## config.mk

```make
export PLATFORM = sky130hd
export DESIGN_NAME = gclk_gen
export DESIGN_NICKNAME = d
export VERILOG_FILES = /design/src/rtl/gclk_pkg.sv /design/src/rtl/gclk_regs.sv /design/src/rtl/gclk_channel.sv /design/src/rtl/gclk_gen.sv
export SDC_FILE = /design/constraint.sdc
export NUM_CORES = 1
export LEC_CHECK = 0
export BUFFER_PORTS_ARGS = -buffer_cell sky130_fd_sc_hd__buf_2
export CORE_MARGIN = 2
export CORE_UTILIZATION = 50
export CTS_CLUSTER_DIAMETER = 50
export DETAILED_ROUTE_END_ITERATION = 8
export GPL_TIMING_DRIVEN = 0
export PLACE_DENSITY = 0.68
export REMOVE_ABC_BUFFERS = 1
export SYNTH_ARGS = -nofsm -noshare
export SYNTH_HDL_FRONTEND = slang
export SYNTH_SLANG_ARGS = --single-unit
```

## constraint.sdc

```tcl
create_clock -name clk -period 5.1 [get_ports clk]
set_input_delay 0.765 -clock clk [delete_from_list [all_inputs] [get_ports clk]]
set_output_delay 0.765 -clock clk [all_outputs]
set_load 0.01 [all_outputs]
```

## src/rtl/gclk_pkg.sv

```systemverilog
package gclk_pkg;
  // Control word field positions
  localparam int unsigned GC_EN_BIT    = 0;
  localparam int unsigned GC_PLL_BIT   = 1;
  localparam int unsigned GC_OSC_BIT   = 2;
  localparam int unsigned GC_DIVEN_BIT = 3;
  localparam int unsigned GC_DIV_LSB   = 8;
  localparam int unsigned GC_NSRC      = 4;

  // Source index = {pair select, pll select}
  typedef enum logic [1:0] {
    SRC_OSC_A = 2'd0,
    SRC_PLL_A = 2'd1,
    SRC_OSC_B = 2'd2,
    SRC_PLL_B = 2'd3
  } gc_src_e;
endpackage

```

## src/rtl/gclk_regs.sv

```systemverilog
module gclk_regs
  import gclk_pkg::*;
#(
  parameter int NCH    = 8,
  parameter int CTRL_W = 32,
  parameter int DIV_W  = 8,
  parameter int ADDR_W = 8,
  parameter int BASE   = 64
) (
  input  logic                        clk,
  input  logic                        rst,
  input  logic                        reg_we,
  input  logic [ADDR_W-1:0]           reg_addr,
  input  logic [CTRL_W-1:0]           reg_wdata,
  output logic [CTRL_W-1:0]           reg_rdata,
  output logic [NCH-1:0]              cfg_en,
  output logic [NCH-1:0][1:0]         cfg_sel,
  output logic [NCH-1:0]              cfg_den,
  output logic [NCH-1:0][DIV_W-1:0]   cfg_div
);
  localparam int IDX_W = (NCH > 1) ? $clog2(NCH) : 1;
  localparam logic [ADDR_W-1:0] BASE_A = ADDR_W'(BASE);
  localparam logic [ADDR_W-1:0] NCH_A  = ADDR_W'(NCH);

  logic [CTRL_W-1:0] ctrl_q [NCH];
  logic [CTRL_W-1:0] rdata_q;
  logic [ADDR_W-1:0] off;
  logic [ADDR_W-1:0] word_idx;
  logic [IDX_W-1:0]  idx_s;
  logic              hit;

  assign off      = reg_addr - BASE_A;
  assign word_idx = off >> 2;
  assign idx_s    = word_idx[IDX_W-1:0];
  assign hit      = (reg_addr >= BASE_A) && (off[1:0] == 2'b00) && (word_idx < NCH_A);

  always_ff @(posedge clk) begin
    if (rst) begin
      for (int i = 0; i < NCH; i++) ctrl_q[i] <= '0;
      rdata_q <= '0;
    end else begin
      if (reg_we && hit) ctrl_q[idx_s] <= reg_wdata;
      rdata_q <= hit ? ctrl_q[idx_s] : '0;
    end
  end

  assign reg_rdata = rdata_q;

  for (genvar g = 0; g < NCH; g++) begin : g_fields
    assign cfg_en[g]  = ctrl_q[g][GC_EN_BIT];
    assign cfg_sel[g] = {ctrl_q[g][GC_OSC_BIT], ctrl_q[g][GC_PLL_BIT]};
    assign cfg_den[g] = ctrl_q[g][GC_DIVEN_BIT];
    assign cfg_div[g] = ctrl_q[g][GC_DIV_LSB +: DIV_W];
  end

  // an accepted write lands in the addressed word
  assert_write_lands_R2: assert property (@(posedge clk) disable iff (rst)
    (reg_we && hit) |=> (ctrl_q[$past(idx_s)] == $past(reg_wdata)));

  // a stray address reads as zero
  assert_stray_read_zero_R3: assert property (@(posedge clk) disable iff (rst)
    (!hit) |=> (reg_rdata == '0));
endmodule

```

## src/rtl/gclk_channel.sv

```systemverilog
module gclk_channel
  import gclk_pkg::*;
#(
  parameter int DIV_W = 8
) (
  input  logic             clk,
  input  logic             rst,
  input  logic             want_en,
  input  logic [1:0]       want_sel,
  input  logic             want_den,
  input  logic [DIV_W-1:0] want_div,
  input  logic [GC_NSRC-1:0] src_tick,
  output logic             clk_out
);
  localparam int CNT_W = DIV_W + 1;

  logic [1:0]       act_sel;
  logic             act_den;
  logic [DIV_W-1:0] act_div;
  logic [CNT_W-1:0] cnt_q;
  logic [CNT_W-1:0] half_m1;
  logic             out_q;
  logic             tick;
  logic             cfg_diff;

  // Half period minus one: 2*(DIV+1)-1 = {DIV,1}, or 0 when undivided
  assign half_m1  = act_den ? {act_div, 1'b1} : '0;
  assign tick     = src_tick[act_sel];
  assign cfg_diff = (act_sel != want_sel) || (act_den != want_den) || (act_div != want_div);

  always_ff @(posedge clk) begin
    if (rst) begin
      out_q   <= 1'b0;
      cnt_q   <= '0;
      act_sel <= SRC_OSC_A;
      act_den <= 1'b0;
      act_div <= '0;
    end else if (!out_q && cfg_diff) begin
      act_sel <= want_sel;
      act_den <= want_den;
      act_div <= want_div;
      cnt_q   <= '0;
    end else if (tick) begin
      if (!out_q && !want_en) begin
        cnt_q <= '0;
      end else if (cnt_q == half_m1) begin
        cnt_q <= '0;
        out_q <= ~out_q;
      end else begin
        cnt_q <= cnt_q + 1'b1;
      end
    end
  end

  assign clk_out = out_q;

  // the active setting never moves during a high phase
  assert_cfg_frozen_high_R8: assert property (@(posedge clk) disable iff (rst)
    out_q |=> ($stable(act_sel) && $stable(act_den) && $stable(act_div)));

  // a disabled, low channel stays low
  assert_idle_stays_low_R7: assert property (@(posedge clk) disable iff (rst)
    (!out_q && !want_en) |=> !out_q);

  // only a tick of the active source can move the output
  assert_edge_needs_tick_R4: assert property (@(posedge clk) disable iff (rst)
    (!tick) |=> $stable(out_q));

  // the phase counter stays inside the half period
  assert_cnt_in_half_R6: assert property (@(posedge clk) disable iff (rst)
    cnt_q <= half_m1);
endmodule

```

## src/rtl/gclk_gen.sv

```systemverilog
module gclk_gen
  import gclk_pkg::*;
#(
  parameter int NCH    = 8,
  parameter int CTRL_W = 32,
  parameter int DIV_W  = 8,
  parameter int ADDR_W = 8,
  parameter int BASE   = 64
) (
  input  logic              clk,
  input  logic              rst,
  input  logic              reg_we,
  input  logic [ADDR_W-1:0] reg_addr,
  input  logic [CTRL_W-1:0] reg_wdata,
  output logic [CTRL_W-1:0] reg_rdata,
  input  logic [3:0]        src_tick,
  output logic [NCH-1:0]    gclk_out
);
  logic [NCH-1:0]            cfg_en;
  logic [NCH-1:0][1:0]       cfg_sel;
  logic [NCH-1:0]            cfg_den;
  logic [NCH-1:0][DIV_W-1:0] cfg_div;

  gclk_regs #(
    .NCH(NCH), .CTRL_W(CTRL_W), .DIV_W(DIV_W), .ADDR_W(ADDR_W), .BASE(BASE)
  ) u_regs (
    .clk(clk), .rst(rst),
    .reg_we(reg_we), .reg_addr(reg_addr), .reg_wdata(reg_wdata), .reg_rdata(reg_rdata),
    .cfg_en(cfg_en), .cfg_sel(cfg_sel), .cfg_den(cfg_den), .cfg_div(cfg_div)
  );

  for (genvar g = 0; g < NCH; g++) begin : g_ch
    gclk_channel #(.DIV_W(DIV_W)) u_ch (
      .clk(clk), .rst(rst),
      .want_en(cfg_en[g]), .want_sel(cfg_sel[g]),
      .want_den(cfg_den[g]), .want_div(cfg_div[g]),
      .src_tick(src_tick), .clk_out(gclk_out[g])
    );
  end
endmodule

```

## Word level (Yosys, flattened, before mapping)

Memory sizes are Yosys's and may differ from the RTL's. A register that Yosys moved wholly into a read port is not among the register bits.
Index checks and enable logic that the tools add are counted.

- Output and inout bits: 40
- Register bits after elaboration: 168
- Bits in writable memories: 256
- Logic and storage cells: 235
- Input bits: 47
- Memories kept: 1

- Bitwise operators: 25
- $lt $le $gt $ge: 10
- Reductions and logical operators: 70
- $add $sub $neg: 9
- Multiplexer cells: 48
- Equality and inequality tests: 32

Memories:

| memory | words | width | rd ports | clocked after Yosys merged registers in | wr ports | line | text |
|---|---|---|---|---|---|---|---|
| u_regs.ctrl_q | 8 | 32 | 9 | 1 | 8 | gclk_regs.sv:25 | `logic [CTRL_W-1:0] ctrl_q [NCH];` |

Operator list:

| cell | count |
|---|---|
| $mux W9 | 24 |
| $add A9 B1 Y9 const B | 8 |
| $eq A9 B9 Y1 | 8 |
| $ne A8 B8 Y1 | 8 |
| $mux W32 | 1 |
| $reduce_and A4 Y1 | 8 |
| $reduce_or A32 Y1 | 1 |
| $not A1 Y1 | 25 |
| $lt A2 B3 Y1 const B | 8 |
| $logic_and A1 B1 Y1 | 19 |
| $reduce_or A2 Y1 | 9 |
| $bmux W1 S2 | 8 |
| $logic_not A1 Y1 | 16 |
| $logic_or A1 B1 Y1 | 16 |
| $ne A2 B2 Y1 | 8 |
| $mux W1 | 14 |
| $ge A8 B7 Y1 const B | 1 |
| $ne A1 B1 Y1 | 8 |
| $sub A8 B7 Y8 const B | 1 |
| $lt A6 B4 Y1 const B | 1 |
| $mux W3 | 1 |
| $logic_not A2 Y1 | 1 |

## Longest topological paths before layout

- Depth in word-level cells: 10
- Depth in mapped cells: 7
- Gate-level depth less buffers: 6

## By module

Synthesis repeated with hierarchy kept, for this count alone.

- Cell total of the unflattened synthesis: 2069
- Area total of the unflattened synthesis: 22736.8 sq um

By module, submodules not included:

| module | seq. area each (sq um) | instances | area each (sq um) | cells each |
|---|---|---|---|---|
| gclk_regs | 8328.0 | 1 | 12987.5 | 989 |
| gclk_channel | 420.4 | 8 | 1218.7 | 135 |

## Worst setup path before layout

Ideal clock, no wire load.

- Path kind: in2reg
- From: input reg_addr[5]
- To: memory u_regs.ctrl_q[1][0] (enable)
- Data arrival time: 2.252 ns
- Required time: 4.725 ns
- Library setup time: 0.375 ns
- Buffers on the path: 0
- Slack: 2.473 ns
- Cell stages on the path: 6
- Cell sequence: nor4b_1 -> nand2_1 -> inv_1 -> nand3_1 -> nor3_1 -> or2_2

RTL lines:

| what | line | text |
|---|---|---|
| start, declared | gclk_gen.sv:13 | `input logic [ADDR_W-1:0] reg_addr,` |
| end, declared | gclk_regs.sv:25 |  |

==> metrics.yaml <==
rr_startpoint: "g_ch[5].u_ch.act_den$_SDFFE_PP0P_"
crit_arrival_ps: 4620
reg2regPathDepth: 6
min_delay_path_depth: 2
finalCritPeriodShare_pct: 86.70
maxSlewHeadroom_pct: 13.22
min_path_type: "reg2reg"
cts_sinks: 456
status: "completed"
vdd_drop_max_uv: 268.2
whs_endpoint: "g_ch[5].u_ch.cnt_q[1]$_SDFFE_PP0P_"
syn2layout_area_growth_pct: 12.55
async_flop_share_pct: 0
min_from: "g_ch[5].u_ch.cnt_q[1]$_SDFFE_PP0P_"
swShare_pct: 22.86
r2r_end: "g_ch[5].u_ch.cnt_q[5]$_SDFFE_PP0P_"
synth_edf_count: 256
clkLatencyLatePin_ps: 600
root_buffer: "clkbuf_16"
p_comb_share_pct: 6.0
num-nets-final: 1945
cts.repair.resized: 0
path_max_fanout: 56
clock_path_buffers: 3
avgSynthCellArea_um2: 11.75
start_util_pct: 50.93
yosysSeqAreaShare_pct: 54.48
holdBufCountCts: 0
num_rows: 75
setup_viol: 0
drt-total-wl_um: 50680
postLayoutCoreUtil_pct: 57.32
die_w_um: 211.2
antenna_found_initial: 3
powerDensity_mw_per_mm2: 347.5
final_area_mm2: 0.02415
startpoint_type: "input port"
max_stage_delay_ps: 900
track_usage_pct: 23.21
crit_family: "simple AND/OR/NAND/NOR gates"
cts_max_level: 2
num_vias: 14080
drtIter0Drc: 889
clock_skew_ps: 18.48
maxCapViolCount: 0
place.gp.congestion: 0.8661
postRouteAntennaNets: 0
hpwl_um: 33520
whs_ps: 513.2
pwr-share-seq_pct: 49.4
period_needed_ps: 4422
worst_pin_slew_ps: 1302
syn_area_mm2: 0.02146
cts_buffers: 51
rrSetupSlack_ps: 2850
die-area_mm2: 0.04459
cts_setup_buffers: 0
dpl_worst_slack_ps: 101.7
worst_slack_ps: 678.3
core_mm2: 0.04213
avgRoutedWirePerCell_um: 20.48
port_buffers: 86
crit_buf_inv: 3
drc: 0
placedInstanceArea_mm2: 0.02243
slew_violations: 0
synth-main-ff-cell: "edfxtp_1"
grt-ovfl-total: 0
p_sw_mw: 1.918
grt_setup_unrepaired: "no"
grt_max_degree: 60
yosys_register_bits: 456
fin_tns_setup_ps: 0
first_pass_iters: 5
grt_first_pass_wirelength_um: 78740
via_per_inst: 5.691
grt_pass1_vias: 13780
required_ps: 5300
critPathSlowestCell: "nor2_2"
drive_gt1_share_pct: 14.28
path_clk_slew_ps: 50
crit_chain: "buf_4 -> nor4b_1 -> nand2_2 -> inv_1 -> nand3b_1 -> nor2_2 -> buf_8 -> or2_2"
intPower_mw: 6.475
fp.dieH_um: 211.2
ys_types: 56
fmax_ghz: 0.2262
hold_viol_final: 0
synthesis.instances: 1826
ios: 87
ys.warnings.count: 0
cts_tree: "yes"
pwr-share-clk_pct: 44.6
leakagePower_nw: 8.903
crit_path_end_kind: "flop"
worstSetupPathType: "in2reg"
==> placed cells by master (no fill, tap or decap), types with 6 or more instances in the layout <==
master / netlist / layout
a21boi_0: 26 / 26
a21oi_1: 30 / 30
a31oi_1: 7 / 7
a41oi_1: 9 / 9
and2_1: 256 / 256
and3_1: 13 / 13
buf_2: 10 / 83
bufinv_16: 0 / 6
clkbuf_1: 53 / 12
clkbuf_16: 0 / 52
clkinv_2: 0 / 9
dfxtp_1: 200 / 200
edfxtp_1: 256 / 256
ha_1: 8 / 8
inv_1: 28 / 28
mux2_2: 6 / 6
mux2i_1: 130 / 130
mux4_2: 66 / 66
nand2_1: 62 / 61
nand2b_1: 16 / 16
nand3_1: 25 / 25
nand3b_1: 11 / 11
nand4_1: 24 / 24
nor2_1: 230 / 224
nor2b_1: 10 / 10
nor3_1: 20 / 18
nor4_1: 21 / 21
o21a_1: 6 / 6
o21ai_0: 27 / 27
o21bai_1: 6 / 6
o22ai_1: 15 / 15
or2_2: 11 / 11
xnor2_1: 17 / 17
xor2_1: 139 / 139
==> cell usage after synthesis (all sizes together) (25+ instances only) <==
cell type	n	area (um2)
and2	256	1602
edfxtp	256	7687
nor2	230	863.3
dfxtp	200	4004
xor2	139	1217
mux2i	130	1301
mux4	66	1486
nand2	62	232.7
clkbuf	53	198.9
buf	31	158.9
a21oi	30	150.1
inv	28	105.1
o21ai	27	135.1
a21boi	26	195.2
nand3	25	125.1
nor4	25	181.4
==> how the worst max path moves through the flow <==
stage | to | depth (start not counted) | from
2_1_floorplan | u_regs.ctrl_q[0][0]$_SDFFCE_PN0P_ | 6 | reg_addr[5]
3_3_place_gp | u_regs.ctrl_q[0][20]$_SDFFCE_PN0P_ | 7 | rst
3_5_place_dp | u_regs.ctrl_q[2][31]$_SDFFCE_PN0P_ | 8 | rst
4_1_cts | u_regs.ctrl_q[2][20]$_SDFFCE_PN0P_ | 8 | rst
5_1_grt | u_regs.ctrl_q[2][18]$_SDFFCE_PN0P_ | 8 | rst
6_report | u_regs.ctrl_q[2][27]$_SDFFCE_PN0P_ | 8 | rst
==> cells by family after synthesis <==
| kind of cell | count (synthesis) | synth area share (%) |
|---|---|---|
| DFF | 456 | 54.48 |
| xor gates and xnor gates | 156 | 6.367 |
| adders and majority gates | 8 | 0.4665 |
| muxes | 202 | 13.31 |
| and+or+nand+nor | 731 | 18.13 |
| buffers and inverters | 112 | 2.157 |
| AOI/OAI and AO/OA | 161 | 5.096 |
==> worst register-to-register path: cells and delay by family (launching register included) <==
family / cells / cell delay (ps)
compound gates: 3 / 920
flops: 1 / 580
simple gates: 3 / 630
==> metrics by stage <==
stage	power, mW	std cells
floorplan	4.488	1742
global placement	4.712	2367
detailed placement	4.731	2376
CTS	8.461	2472
global route	8.660	2472
finish	8.394	2474
==> area by class of cell <==
class	count	area, um2
flip-flops and latches	456	11690
inverters	28	105.1
multi-input cells	1258	9353
clock inverters	29	330.3
diodes	2	5.005
repair buffers	95	606.8
clock buffers	67	1388
well taps	539	674.4
fillers	3447	17980
==> power groups by stage <==
stage,Clock [mW],Combinational (mW),Sequential [mW]
global route,3.95,0.549,4.16
finish,3.74,0.502,4.15
CTS,3.81,0.508,4.15
global placement,0,0.495,4.22
floorplan,0,0.315,4.17
detailed placement,0,0.505,4.23
==> sequential cells by signal, summed over array words and instances, names as in the netlist <==
name and count:
u_regs.reg_rdata 32, g_ch.u_ch.act_den 8, u_regs.ctrl_q 256, g_ch.u_ch.cnt_q 72, g_ch.u_ch.clk_out 8, g_ch.u_ch.act_div 64, g_ch.u_ch.act_sel 16
==> routing by layer <==
metal	wire length [um]	share of wire [%]	vias to the layer above	GRT usage, %
li1	-	-	6670	-
met1	22320	44	6977	30.83
met2	23750	47	323	37.65
met3	2787	5.5	103	4.728
met4	1787	3.5	6	8.815
met5	38	0.075	-	0
Note: power is estimated with default switching activity, not from simulation.
